`src/rtl/aux_i2c_pkg.sv`:
```
package aux_i2c_pkg;

   typedef enum logic [2:0] {
      OP_NONE  = 3'd0,
      OP_START = 3'd1,
      OP_ADDR  = 3'd2,
      OP_WRITE = 3'd3,
      OP_READ  = 3'd4,
      OP_STOP  = 3'd5
   } op_e;

   typedef enum logic [1:0] {
      BUS_IDLE = 2'd0,
      BUS_WR   = 2'd1,
      BUS_RD   = 2'd2
   } bus_e;

   typedef enum logic [1:0] {
      S_IDLE = 2'd0,
      S_CMD  = 2'd1,
      S_RSP  = 2'd2,
      S_DONE = 2'd3
   } seq_e;

   // what one request needs: an opening phase, a data phase, a closing STOP
   typedef struct packed {
      logic start;
      logic data;
      logic stop;
   } plan_t;

endpackage

```
`src/rtl/aux_i2c_plan.sv`:
```
module aux_i2c_plan
   import aux_i2c_pkg::*;
#(
   parameter int DEV_W = 7
) (
   input  logic [1:0]       kind,
   input  logic             mot,
   input  logic             addr_only,
   input  logic [DEV_W-1:0] dev,
   input  bus_e             bus_st,
   input  logic [DEV_W-1:0] bus_dev,
   output plan_t            pl
);

   logic is_stat;
   logic is_rd;
   logic same_path;

   assign is_stat   = kind[1];
   assign is_rd     = kind[0];
   assign same_path = (bus_st == (is_rd ? BUS_RD : BUS_WR)) && (bus_dev == dev);

   always_comb begin
      pl = '0;
      if (is_stat) begin
         pl.stop = ~mot;
      end else if (addr_only) begin
         pl.start = mot;
         pl.stop  = ~mot;
      end else begin
         pl.start = ~same_path;
         pl.data  = 1'b1;
         pl.stop  = ~mot;
      end
   end

endmodule

```
`src/rtl/aux_i2c_bus.sv`:
```
module aux_i2c_bus
   import aux_i2c_pkg::*;
#(
   parameter int DEV_W = 7
) (
   input  logic             clk,
   input  logic             rst_n,
   input  logic             ev_open,
   input  logic             ev_stop,
   input  logic             open_rd,
   input  logic [DEV_W-1:0] open_dev,
   output bus_e             bus_st,
   output logic [DEV_W-1:0] bus_dev
);

   always_ff @(posedge clk or negedge rst_n) begin
      if (!rst_n) begin
         bus_st  <= BUS_IDLE;
         bus_dev <= '0;
      end else if (ev_stop) begin
         bus_st  <= BUS_IDLE;
         bus_dev <= '0;
      end else if (ev_open) begin
         bus_st  <= open_rd ? BUS_RD : BUS_WR;
         bus_dev <= open_dev;
      end
   end

   AST_STOP_FORGETS: assert property (@(posedge clk) disable iff (!rst_n)
      ev_stop |=> (bus_st == BUS_IDLE && bus_dev == '0));

   AST_EVENT_EXCL: assert property (@(posedge clk) disable iff (!rst_n)
      !(ev_open && ev_stop));

endmodule

```
`src/rtl/aux_i2c_seq.sv`:
```
module aux_i2c_seq
   import aux_i2c_pkg::*;
#(
   parameter int DEV_W          = 7,
   parameter int LEN_W          = 4,
   parameter int DATA_W         = 8,
   parameter bit READ_LAST_NACK = 1'b1,
   localparam int CNT_W         = LEN_W + 1
) (
   input  logic              clk,
   input  logic              rst_n,
   input  logic              req_valid,
   output logic              req_ready,
   input  logic [1:0]        req_kind,
   input  logic [DEV_W-1:0]  req_dev,
   input  logic [LEN_W-1:0]  req_len,
   input  plan_t             pl,
   output logic [LEN_W-1:0]  wbuf_idx,
   input  logic [DATA_W-1:0] wbuf_byte,
   output logic              cmd_valid,
   input  logic              cmd_ready,
   output logic [2:0]        cmd_op,
   output logic [DATA_W-1:0] cmd_byte,
   input  logic              rsp_valid,
   input  logic              rsp_ack,
   input  logic [DATA_W-1:0] rsp_byte,
   output logic              rd_valid,
   output logic [DATA_W-1:0] rd_byte,
   output logic              done,
   output logic              done_nack,
   output logic [CNT_W-1:0]  done_count,
   output logic [CNT_W-1:0]  done_left,
   output logic              ev_open,
   output logic              ev_stop,
   output logic              open_rd,
   output logic [DEV_W-1:0]  open_dev
);

   seq_e             st_q;
   op_e              op_q;
   plan_t            pl_q;
   logic [DEV_W-1:0] dev_q;
   logic [CNT_W-1:0] idx_q;
   logic [CNT_W-1:0] last_q;
   logic [CNT_W-1:0] acks_q;
   logic [CNT_W-1:0] left_q;
   logic             rd_q;
   logic             stat_q;
   logic             wdata_q;
   logic             nack_q;
   logic             stopped_q;
   logic             issued_q;
   logic             rd_nack;
   logic             at_last;

   assign at_last = (idx_q == last_q);

   generate
      if (READ_LAST_NACK) begin : g_rd_nack
         assign rd_nack = at_last && pl_q.stop;
      end else begin : g_rd_ack
         assign rd_nack = 1'b0;
      end
   endgenerate

   always_ff @(posedge clk or negedge rst_n) begin
      if (!rst_n) begin
         st_q      <= S_IDLE;
         op_q      <= OP_NONE;
         pl_q      <= '0;
         dev_q     <= '0;
         idx_q     <= '0;
         last_q    <= '0;
         acks_q    <= '0;
         left_q    <= '0;
         rd_q      <= 1'b0;
         stat_q    <= 1'b0;
         wdata_q   <= 1'b0;
         nack_q    <= 1'b0;
         stopped_q <= 1'b0;
         issued_q  <= 1'b0;
      end else begin
         unique case (st_q)
            S_IDLE: if (req_valid) begin
               pl_q      <= pl;
               dev_q     <= req_dev;
               rd_q      <= req_kind[0];
               stat_q    <= req_kind[1];
               wdata_q   <= ~req_kind[1] & ~req_kind[0] & pl.data;
               last_q    <= {1'b0, req_len};
               idx_q     <= '0;
               acks_q    <= '0;
               nack_q    <= 1'b0;
               stopped_q <= 1'b0;
               issued_q  <= 1'b0;
               if (pl.start) begin
                  op_q <= OP_START;
                  st_q <= S_CMD;
               end else if (pl.data) begin
                  op_q <= req_kind[0] ? OP_READ : OP_WRITE;
                  st_q <= S_CMD;
               end else if (pl.stop) begin
                  op_q <= OP_STOP;
                  st_q <= S_CMD;
               end else begin
                  st_q <= S_DONE;
               end
            end
            S_CMD: if (cmd_ready) begin
               st_q     <= S_RSP;
               issued_q <= 1'b1;
            end
            S_RSP: if (rsp_valid) begin
               st_q <= S_CMD;
               unique case (op_q)
                  OP_START: op_q <= OP_ADDR;
                  OP_ADDR: begin
                     if (!rsp_ack) begin
                        nack_q <= 1'b1;
                        op_q   <= OP_STOP;
                        if (wdata_q) left_q <= last_q + CNT_W'(1);
                     end else if (pl_q.data) begin
                        op_q <= rd_q ? OP_READ : OP_WRITE;
                     end else begin
                        st_q <= S_DONE;
                     end
                  end
                  OP_WRITE, OP_READ: begin
                     if (op_q == OP_WRITE && !rsp_ack) begin
                        nack_q <= 1'b1;
                        op_q   <= OP_STOP;
                        left_q <= last_q + CNT_W'(1) - idx_q;
                     end else begin
                        acks_q <= acks_q + CNT_W'(1);
                        idx_q  <= idx_q + CNT_W'(1);
                        if (at_last) begin
                           if (op_q == OP_WRITE) left_q <= '0;
                           if (pl_q.stop) op_q <= OP_STOP;
                           else           st_q <= S_DONE;
                        end
                     end
                  end
                  OP_STOP: begin
                     stopped_q <= 1'b1;
                     st_q      <= S_DONE;
                  end
                  default: st_q <= S_DONE;
               endcase
            end
            S_DONE: st_q <= S_IDLE;
            default: st_q <= S_IDLE;
         endcase
      end
   end

   always_comb begin
      unique case (op_q)
         OP_ADDR:  cmd_byte = {dev_q, rd_q};
         OP_WRITE: cmd_byte = wbuf_byte;
         OP_READ:  cmd_byte = {{(DATA_W-1){1'b0}}, rd_nack};
         default:  cmd_byte = '0;
      endcase
   end

   assign req_ready  = (st_q == S_IDLE);
   assign cmd_valid  = (st_q == S_CMD);
   assign cmd_op     = op_q;
   assign wbuf_idx   = idx_q[LEN_W-1:0];
   assign rd_valid   = (st_q == S_RSP) && rsp_valid && (op_q == OP_READ);
   assign rd_byte    = rsp_byte;
   assign done       = (st_q == S_DONE);
   assign done_nack  = nack_q;
   assign done_count = acks_q;
   assign done_left  = left_q;
   assign ev_stop    = done && stopped_q;
   assign ev_open    = done && issued_q && !stopped_q;
   assign open_rd    = rd_q;
   assign open_dev   = dev_q;

   AST_CMD_HOLD: assert property (@(posedge clk) disable iff (!rst_n)
      (cmd_valid && !cmd_ready) |=> (cmd_valid && $stable(cmd_op) && $stable(cmd_byte)));

   AST_ADDR_NACK_STOP: assert property (@(posedge clk) disable iff (!rst_n)
      (st_q == S_RSP && op_q == OP_ADDR && rsp_valid && !rsp_ack)
         |=> (cmd_valid && cmd_op == OP_STOP));

   AST_STAT_ONLY_STOP: assert property (@(posedge clk) disable iff (!rst_n)
      (cmd_valid && stat_q) |-> (cmd_op == OP_STOP));

   AST_COUNT_LIMIT: assert property (@(posedge clk) disable iff (!rst_n)
      done |-> (acks_q <= last_q + CNT_W'(1)));

   AST_DONE_PULSE: assert property (@(posedge clk) disable iff (!rst_n)
      done |=> !done);

endmodule

```
`src/rtl/aux_i2c_mapper.sv`:
```
module aux_i2c_mapper
   import aux_i2c_pkg::*;
#(
   parameter int DEV_W          = 7,
   parameter int LEN_W          = 4,
   parameter int DATA_W         = 8,
   parameter bit READ_LAST_NACK = 1'b1
) (
   input  logic              clk,
   input  logic              rst_n,
   input  logic              req_valid,
   output logic              req_ready,
   input  logic [1:0]        req_kind,
   input  logic              req_mot,
   input  logic              req_addr_only,
   input  logic [DEV_W-1:0]  req_dev,
   input  logic [LEN_W-1:0]  req_len,
   output logic [LEN_W-1:0]  wbuf_idx,
   input  logic [DATA_W-1:0] wbuf_byte,
   output logic              cmd_valid,
   input  logic              cmd_ready,
   output logic [2:0]        cmd_op,
   output logic [DATA_W-1:0] cmd_byte,
   input  logic              rsp_valid,
   input  logic              rsp_ack,
   input  logic [DATA_W-1:0] rsp_byte,
   output logic              rd_valid,
   output logic [DATA_W-1:0] rd_byte,
   output logic              done,
   output logic              done_nack,
   output logic [LEN_W:0]    done_count,
   output logic [LEN_W:0]    done_left
);

   if (DATA_W != DEV_W + 1) begin : g_bad_width
      $error("aux_i2c_mapper: DATA_W must equal DEV_W + 1");
   end
   if (LEN_W < 1 || LEN_W > 8) begin : g_bad_len
      $error("aux_i2c_mapper: LEN_W must lie in 1..8");
   end

   plan_t            pl;
   bus_e             bus_st;
   logic [DEV_W-1:0] bus_dev;
   logic             ev_open;
   logic             ev_stop;
   logic             open_rd;
   logic [DEV_W-1:0] open_dev;

   aux_i2c_plan #(.DEV_W(DEV_W)) i_plan (
      .kind      (req_kind),
      .mot       (req_mot),
      .addr_only (req_addr_only),
      .dev       (req_dev),
      .bus_st    (bus_st),
      .bus_dev   (bus_dev),
      .pl        (pl)
   );

   aux_i2c_bus #(.DEV_W(DEV_W)) i_bus (
      .clk      (clk),
      .rst_n    (rst_n),
      .ev_open  (ev_open),
      .ev_stop  (ev_stop),
      .open_rd  (open_rd),
      .open_dev (open_dev),
      .bus_st   (bus_st),
      .bus_dev  (bus_dev)
   );

   aux_i2c_seq #(
      .DEV_W          (DEV_W),
      .LEN_W          (LEN_W),
      .DATA_W         (DATA_W),
      .READ_LAST_NACK (READ_LAST_NACK)
   ) i_seq (
      .clk        (clk),
      .rst_n      (rst_n),
      .req_valid  (req_valid),
      .req_ready  (req_ready),
      .req_kind   (req_kind),
      .req_dev    (req_dev),
      .req_len    (req_len),
      .pl         (pl),
      .wbuf_idx   (wbuf_idx),
      .wbuf_byte  (wbuf_byte),
      .cmd_valid  (cmd_valid),
      .cmd_ready  (cmd_ready),
      .cmd_op     (cmd_op),
      .cmd_byte   (cmd_byte),
      .rsp_valid  (rsp_valid),
      .rsp_ack    (rsp_ack),
      .rsp_byte   (rsp_byte),
      .rd_valid   (rd_valid),
      .rd_byte    (rd_byte),
      .done       (done),
      .done_nack  (done_nack),
      .done_count (done_count),
      .done_left  (done_left),
      .ev_open    (ev_open),
      .ev_stop    (ev_stop),
      .open_rd    (open_rd),
      .open_dev   (open_dev)
   );

endmodule

```
`config.mk`:
```
export PLATFORM = sky130hd
export DESIGN_NAME = aux_i2c_mapper
export DESIGN_NICKNAME = d
export VERILOG_FILES = /design/src/rtl/aux_i2c_pkg.sv /design/src/rtl/aux_i2c_plan.sv /design/src/rtl/aux_i2c_bus.sv /design/src/rtl/aux_i2c_seq.sv /design/src/rtl/aux_i2c_mapper.sv
export SDC_FILE = /design/constraint.sdc
export NUM_CORES = 1
export LEC_CHECK = 0
export BUFFER_PORTS_ARGS = -buffer_cell sky130_fd_sc_hd__buf_2
export CAP_MARGIN = 10
export CORE_MARGIN = 1
export CORE_UTILIZATION = 39
export DETAILED_ROUTE_END_ITERATION = 6
export PLACE_DENSITY = 0.6
export SYNTH_ARGS = -nofsm -noshare
export SYNTH_HDL_FRONTEND = slang
export SYNTH_SLANG_ARGS = --single-unit
```
`constraint.sdc`:
```
create_clock -name clk -period 3.35 [get_ports clk]
set_clock_uncertainty 0.05 [all_clocks]
set_input_delay 0 -clock clk [delete_from_list [all_inputs] [get_ports clk]]
set_output_delay 0 -clock clk [all_outputs]
set_load 0.01 [all_outputs]
```
# Word level (Yosys, flattened, before mapping)
# Cells that the tools add are included.
# word_totals
ff_bits	47
in_bits	37
out_inout_bits	38
word_cells	142
# classes
n_addsub	4
n_eq_ne	29
mux	63
bitwise	6
reduce_logical	24
# op_table
cell	n
$mux W5	12
$mux W3	12
$mux W2	16
$pmux W5 S2	3
$pmux W8 S3	1
$mux W7	2
$ne A2 B2 Y1 const B	6
$ne A4 B2 Y1 const B	3
$add A5 B1 Y5 const B	2
$mux W1	9
$pmux W3 S3	1
$logic_and A1 B1 Y1	8
$pmux W1 S2	4
$pmux W2 S4	1
$reduce_and A8 Y1	1
$reduce_bool A2 Y1	4
$eq A7 B7 Y1	1
$reduce_and A7 Y1	1
$eq A3 B2 Y1 const B	2
$eq A3 B3 Y1 const B	2
$ne A3 B1 Y1 const B	2
$ne A3 B3 Y1 const B	2
$pmux W2 S3	1
$pmux W3 S2	1
21 further kinds	29

# Logic depth before layout (Yosys ltp)
# depth
ltp_word	10
ltp_mapped	8
ltp_nobuf	8

# Cells and area by module
# From an unflattened synthesis, not the netlist that was laid out.
# hier_totals
hier_cells	301
hier_area_um2	2821.5
# modules_own_cells
mod	instances	cells_per_inst	area_each_um2
aux_i2c_seq	1	255	2336.0
aux_i2c_bus	1	30	371.6
aux_i2c_plan	1	16	113.9

# Worst setup path after synthesis
# No wires, ideal clock.
# synth_timing
kind	register -> register
start	register i_seq.last_q[0]
end	register i_seq.left_q[4] (netlist: i_seq.done_left[4])
setup_time_ns	0.119
t_arrival_ns	1.882
t_required_ns	3.181
setup_slack_ns	1.300
path_stages_with_launch	8
period_less_slack_ns	2.050
path_cell_list	dfrtp_1 > ha_1 > fa_1 > a21o_1 > a21oi_1 > xnor2_1 > o221ai_1 > o21a_1
# synth_via
elab_chain_len	4
elab_cells_between_ends	9
# synth_lines
item	line	source
start, declared	aux_i2c_seq.sv:44	logic [CNT_W-1:0] last_q;
start signal, assigned	aux_i2c_seq.sv:90	last_q <= {1'b0, req_len};
$add A4 B1 Y5	aux_i2c_seq.sv:121, aux_i2c_seq.sv:132	
$sub A5 B5 Y5 / $mux W5 (equally long branches)	aux_i2c_seq.sv:132, aux_i2c_seq.sv:121	
$mux W5, on equally long branches	aux_i2c_seq.sv:129, aux_i2c_seq.sv:118	
$pmux W5 S2	aux_i2c_seq.sv:115	unique case (op_q)
end signal, assigned	aux_i2c_seq.sv:121	if (wdata_q) left_q <= last_q + CNT_W'(1);
end signal, assigned	aux_i2c_seq.sv:132	left_q <= last_q + CNT_W'(1) - idx_q;
end, declared	aux_i2c_seq.sv:46	logic [CNT_W-1:0] left_q;
# Several ways; a longest one is shown, not always the timed one. The select of a mux whose other input is x is not followed.
# A chain may end at the register's enable or synchronous reset.

# Worst setup path in the final report
# layout_timing
start	register i_seq.idx_q[0]
end	register i_seq.left_q[0] (netlist: i_seq.done_left[0])
# layout_via
elab_chain_len	3
elab_cells_between_ends	6
# layout_lines
item	line	source
start, declared	aux_i2c_seq.sv:43	logic [CNT_W-1:0] idx_q;
start signal, assigned	aux_i2c_seq.sv:135	idx_q <= idx_q + CNT_W'(1);
$sub A5 B5 Y5 / $eq A5 B4 Y1 (equally long branches)	aux_i2c_seq.sv:132, aux_i2c_seq.sv:56	
$mux W5 / $ne A3 B1 Y1 (equally long branches)	-	
$pmux W5 S2 / $reduce_and A7 Y1 (equally long branches)	-	
# Several ways; a longest one is shown, not always the timed one.

==> impl_metrics.toml <==
[cts]
clk_latency_ns = 0.30
cts_root_buffer_type = "sky130_fd_sc_hd__clkbuf_8"
path_clk_slew_ns = 0.09
clock_tree.htree_level_count = 2
cts_buffer_depth = 2
cts_hold_bufs = 25
post_cts.repair.setup_buffers = 0
cts_resized = 0
clock_sink_count = 47
tritoncts = "yes"
numCtsBuffers = 5

[routing]
detail_route.iter0.violations = 99
drt_first_pass_iters = 4
wire_per_inst_um = 13.8
number_of_routed_nets_with_antenna_violations = 0
routed-via-count = 2349
drc_errors = 0
wirelength_um = 6420
number_of_vias_per_cell = 5.05

[yosys]
synth_common_cells = "54 x sky130_fd_sc_hd__nand2_1, 47 x sky130_fd_sc_hd__dfrtp_1, 26 x sky130_fd_sc_hd__nor2_1, 12 x sky130_fd_sc_hd__buf_4, 12 x sky130_fd_sc_hd__xnor2_1"
synth.largest_area_cell = "sky130_fd_sc_hd__dfrtp_1"
ys_seq_elements = 47
synth-edff-count = 0
synth_cell_type_count = 46
sequential_area_share_after_synthesis_pct = 42.9
async_reset_ff_share_pct = 100
ys_warn_count = 0
ys_top_cells_by_area = "sky130_fd_sc_hd__dfrtp_1 43%, sky130_fd_sc_hd__nand2_1 7.4%, sky130_fd_sc_hd__xnor2_1 3.8%"
post_synth.cell_area_avg_sq_um = 9.26
syn-num-nets = 341
post_synth_inst_count = 296
netlist.area_leader.share_pct = 42.9
post-synth-top-count-cell = "sky130_fd_sc_hd__nand2_1"
synth_ff_type = "sky130_fd_sc_hd__dfrtp_1"
synth_area_sq_um = 2740

[worst_setup_path]
worstReg2RegStart = "i_seq.idx_q[0]"
timing.critical_path.from_type = "flip-flop"
worstSetupEndpointType = "flip-flop"
reg2reg_slack_ns = 1.10
slowest_delay_ns = 0.58
timing.reg2reg.worst_path_depth = 6
path_max_fanout = 10
worst_path_max_delay_cell = "sky130_fd_sc_hd__a211oi_2"
cp_data_arrival_time_ns = 2.40
worstPathRequired_ns = 3.50
crit_type = "flip-flop to flip-flop"
worstSetupStartpoint = "i_seq.idx_q[0]"
reg2reg_to = "i_seq.done_left[0]"
critical_path.cell_chain = "ha_1 -> nor2_1 -> nand4_1 -> a211oi_2 -> o221ai_1 -> o21a_1"

[global_route]
grt_pass1_wl_um = 11100
met3_track_demand_over_resource_in_global_routing_pct = 3.37
grt_max_degree = 48
busiest_layer = "met2"
global_route.usage.total_pct = 19.2
globalRouteMet1Util_pct = 24.0
global_route.usage.met2_pct = 33.6
first_global_vias = 2320
antenna_violations_before_repair = 0
gr-total-overflow = 0

[floorplan]
pin_count = 75
dieHeight_um = 85.8
placeableCoreArea_sq_um = 6790
chipWidth_um = 85.8
rows = 30
die-area_sq_um = 7370
initial_utilization_pct = 40.3

[pwr]
total_power_uw = 2610
power_density_normalized_to_cell_area_nw_per_um2 = 771
ir_worst_vdd_mv = 0.334
share_clk_of_total_power_pct = 13.3
sw_frac_of_total_pct = 42.3
power.share.combinational_pct = 47.1
total_leakage_power_uw = 0.00170
power_report.internal_total_uw = 1510
total_switching_power_uw = 1100
power.share.sequential_pct = 39.6

[layout]
utilization_pct = 49.9
layout.filler_cells = 686
finish.net_count = 413
count_of_inserted_antenna_diode_cells = 0
drive_above_1_share_pct = 22.0
multi_input_logic_area_sq_um = 1390
areaGrowthSynthToFinish_pct = 23.6
sequential_cell_area_sq_um = 1180

[sta]
tightestPinTransition_ns = 0.658
fin_ws_ns = 1.10
fin_setup_tns_ns = 0
grt_setup_unrepaired = "false"
timing.final.crit_share_pct = 67.0
fmax_mhz = 445
finalHoldWorstSlack_ns = 0.0207
slew_viol_final = 0
setup_viol_count_final = 0
hold_violations = 0
relSlewSlack_pct = 55.8
finalCriticalPeriod_ns = 2.25

[hold_path]
timing.hold.worst_endpoint = "i_seq.pl_q[1]"
hold_path_class = "input port to flip-flop"
min_delay_path_depth = 3
startpoint_of_the_lowest_slack_hold_path = "req_kind[1]"

[status]
outcome = "finished, final reports clean"

[placement]
place.gp.congestion = 0.834
io_buffers = 58
post_place_worst_slack_ns = 1.10
place_hpwl_um = 4600

[job]
cap_viol_max_count = 0
worst max-delay path, delay by kind of cell (launching register included):
kind	cells	cell delay (ns)
flops	1	0.46
fa+ha+maj	1	0.34
compound gates	3	0.99
simple gates	2	0.31
per-layer routing:
metal | vias up | wire, um | part of all wire, %
li1 | 1148 | - | -
met1 | 1128 | 2990 | 47
met2 | 64 | 3070 | 48
met3 | 9 | 269 | 4.2
met4 | 0 | 87 | 1.4
met5 | - | 0 | 0
flip-flops by register name (all words and copies together) (netlist names):
register          cells
i_seq.open_dev        7
i_seq.last_q          4
i_seq.st_q            2
i_seq.issued_q        1
i_seq.done_count      5
i_bus.bus_st          2
i_seq.done_left       5
i_seq.open_rd         1
i_bus.bus_dev         7
i_seq.stopped_q       1
i_seq.pl_q            2
i_seq.idx_q           5
i_seq.cmd_op          3
i_seq.done_nack       1
i_seq.wdata_q         1
area by class of cell:
class                   instances  share of cell area (%)
multi-input cells             218                    40.9
clock inverters                 3                   0.591
inverters                       9                   0.997
flip-flops and latches         47                    34.7
repair buffers                 87                    17.2
well taps                      96                    3.55
clock buffers                   5                    2.03
layout by cell type (no fill, tap or decap), types with 6 or more instances in the layout:
cell / Yosys / layout
sky130_fd_sc_hd__a22o_1: 11 / 11
sky130_fd_sc_hd__nor2_1: 26 / 26
sky130_fd_sc_hd__xnor2_1: 12 / 12
sky130_fd_sc_hd__nand2_1: 54 / 54
sky130_fd_sc_hd__dlygate4sd3_1: 0 / 25
sky130_fd_sc_hd__buf_2: 2 / 58
sky130_fd_sc_hd__ha_1: 7 / 7
sky130_fd_sc_hd__dfrtp_1: 47 / 47
sky130_fd_sc_hd__nand4_1: 6 / 6
sky130_fd_sc_hd__mux2i_1: 10 / 10
sky130_fd_sc_hd__a21oi_1: 8 / 8
sky130_fd_sc_hd__nand3_1: 8 / 8
sky130_fd_sc_hd__o21ai_0: 9 / 9
sky130_fd_sc_hd__inv_1: 9 / 9
sky130_fd_sc_hd__xor2_1: 9 / 9
worst max path at each step:
| stage | to | slack [ns] | cells after the start |
|---|---|---|---|
| final | i_seq.done_left[0] | 1.10 | 6 |
| after global routing | i_seq.done_left[0] | 0.87 | 6 |
| after global placement | i_seq.done_left[0] | 1.15 | 6 |
| after detailed placement | i_seq.done_left[0] | 1.10 | 6 |
| after floorplan | i_seq.done_left[4] | 1.30 | 7 |
| after CTS | i_seq.done_left[0] | 1.09 | 6 |
power groups by stage:
stage / clock network (uW) / logic, uW / registers, uW
2_1_floorplan: 0 / 937 / 974
3_3_place_gp: 0 / 1180 / 1040
3_5_place_dp: 0 / 1210 / 1040
4_1_cts: 361 / 1240 / 1030
5_1_grt: 382 / 1390 / 1070
6_report: 347 / 1230 / 1030
logic make-up (layout without fill, tap and decap cells):
logic type,count (synthesis),count (layout),synth area share [%]
compound gates,54,54,14.6
xor+xnor,21,21,6.71
fa+ha+maj,8,8,3.93
buf+inv,31,104,6.53
flops,47,47,42.9
mux,12,12,4.47
simple gates,123,123,20.9
through the flow:
step | instances | area (sq um)
2_1_floorplan | 296 | 2740
3_3_place_gp | 431 | 3030
3_5_place_dp | 431 | 3030
4_1_cts | 464 | 3370
5_1_grt | 465 | 3390
6_report | 465 | 3390
Power figures use the tool's default switching activity.
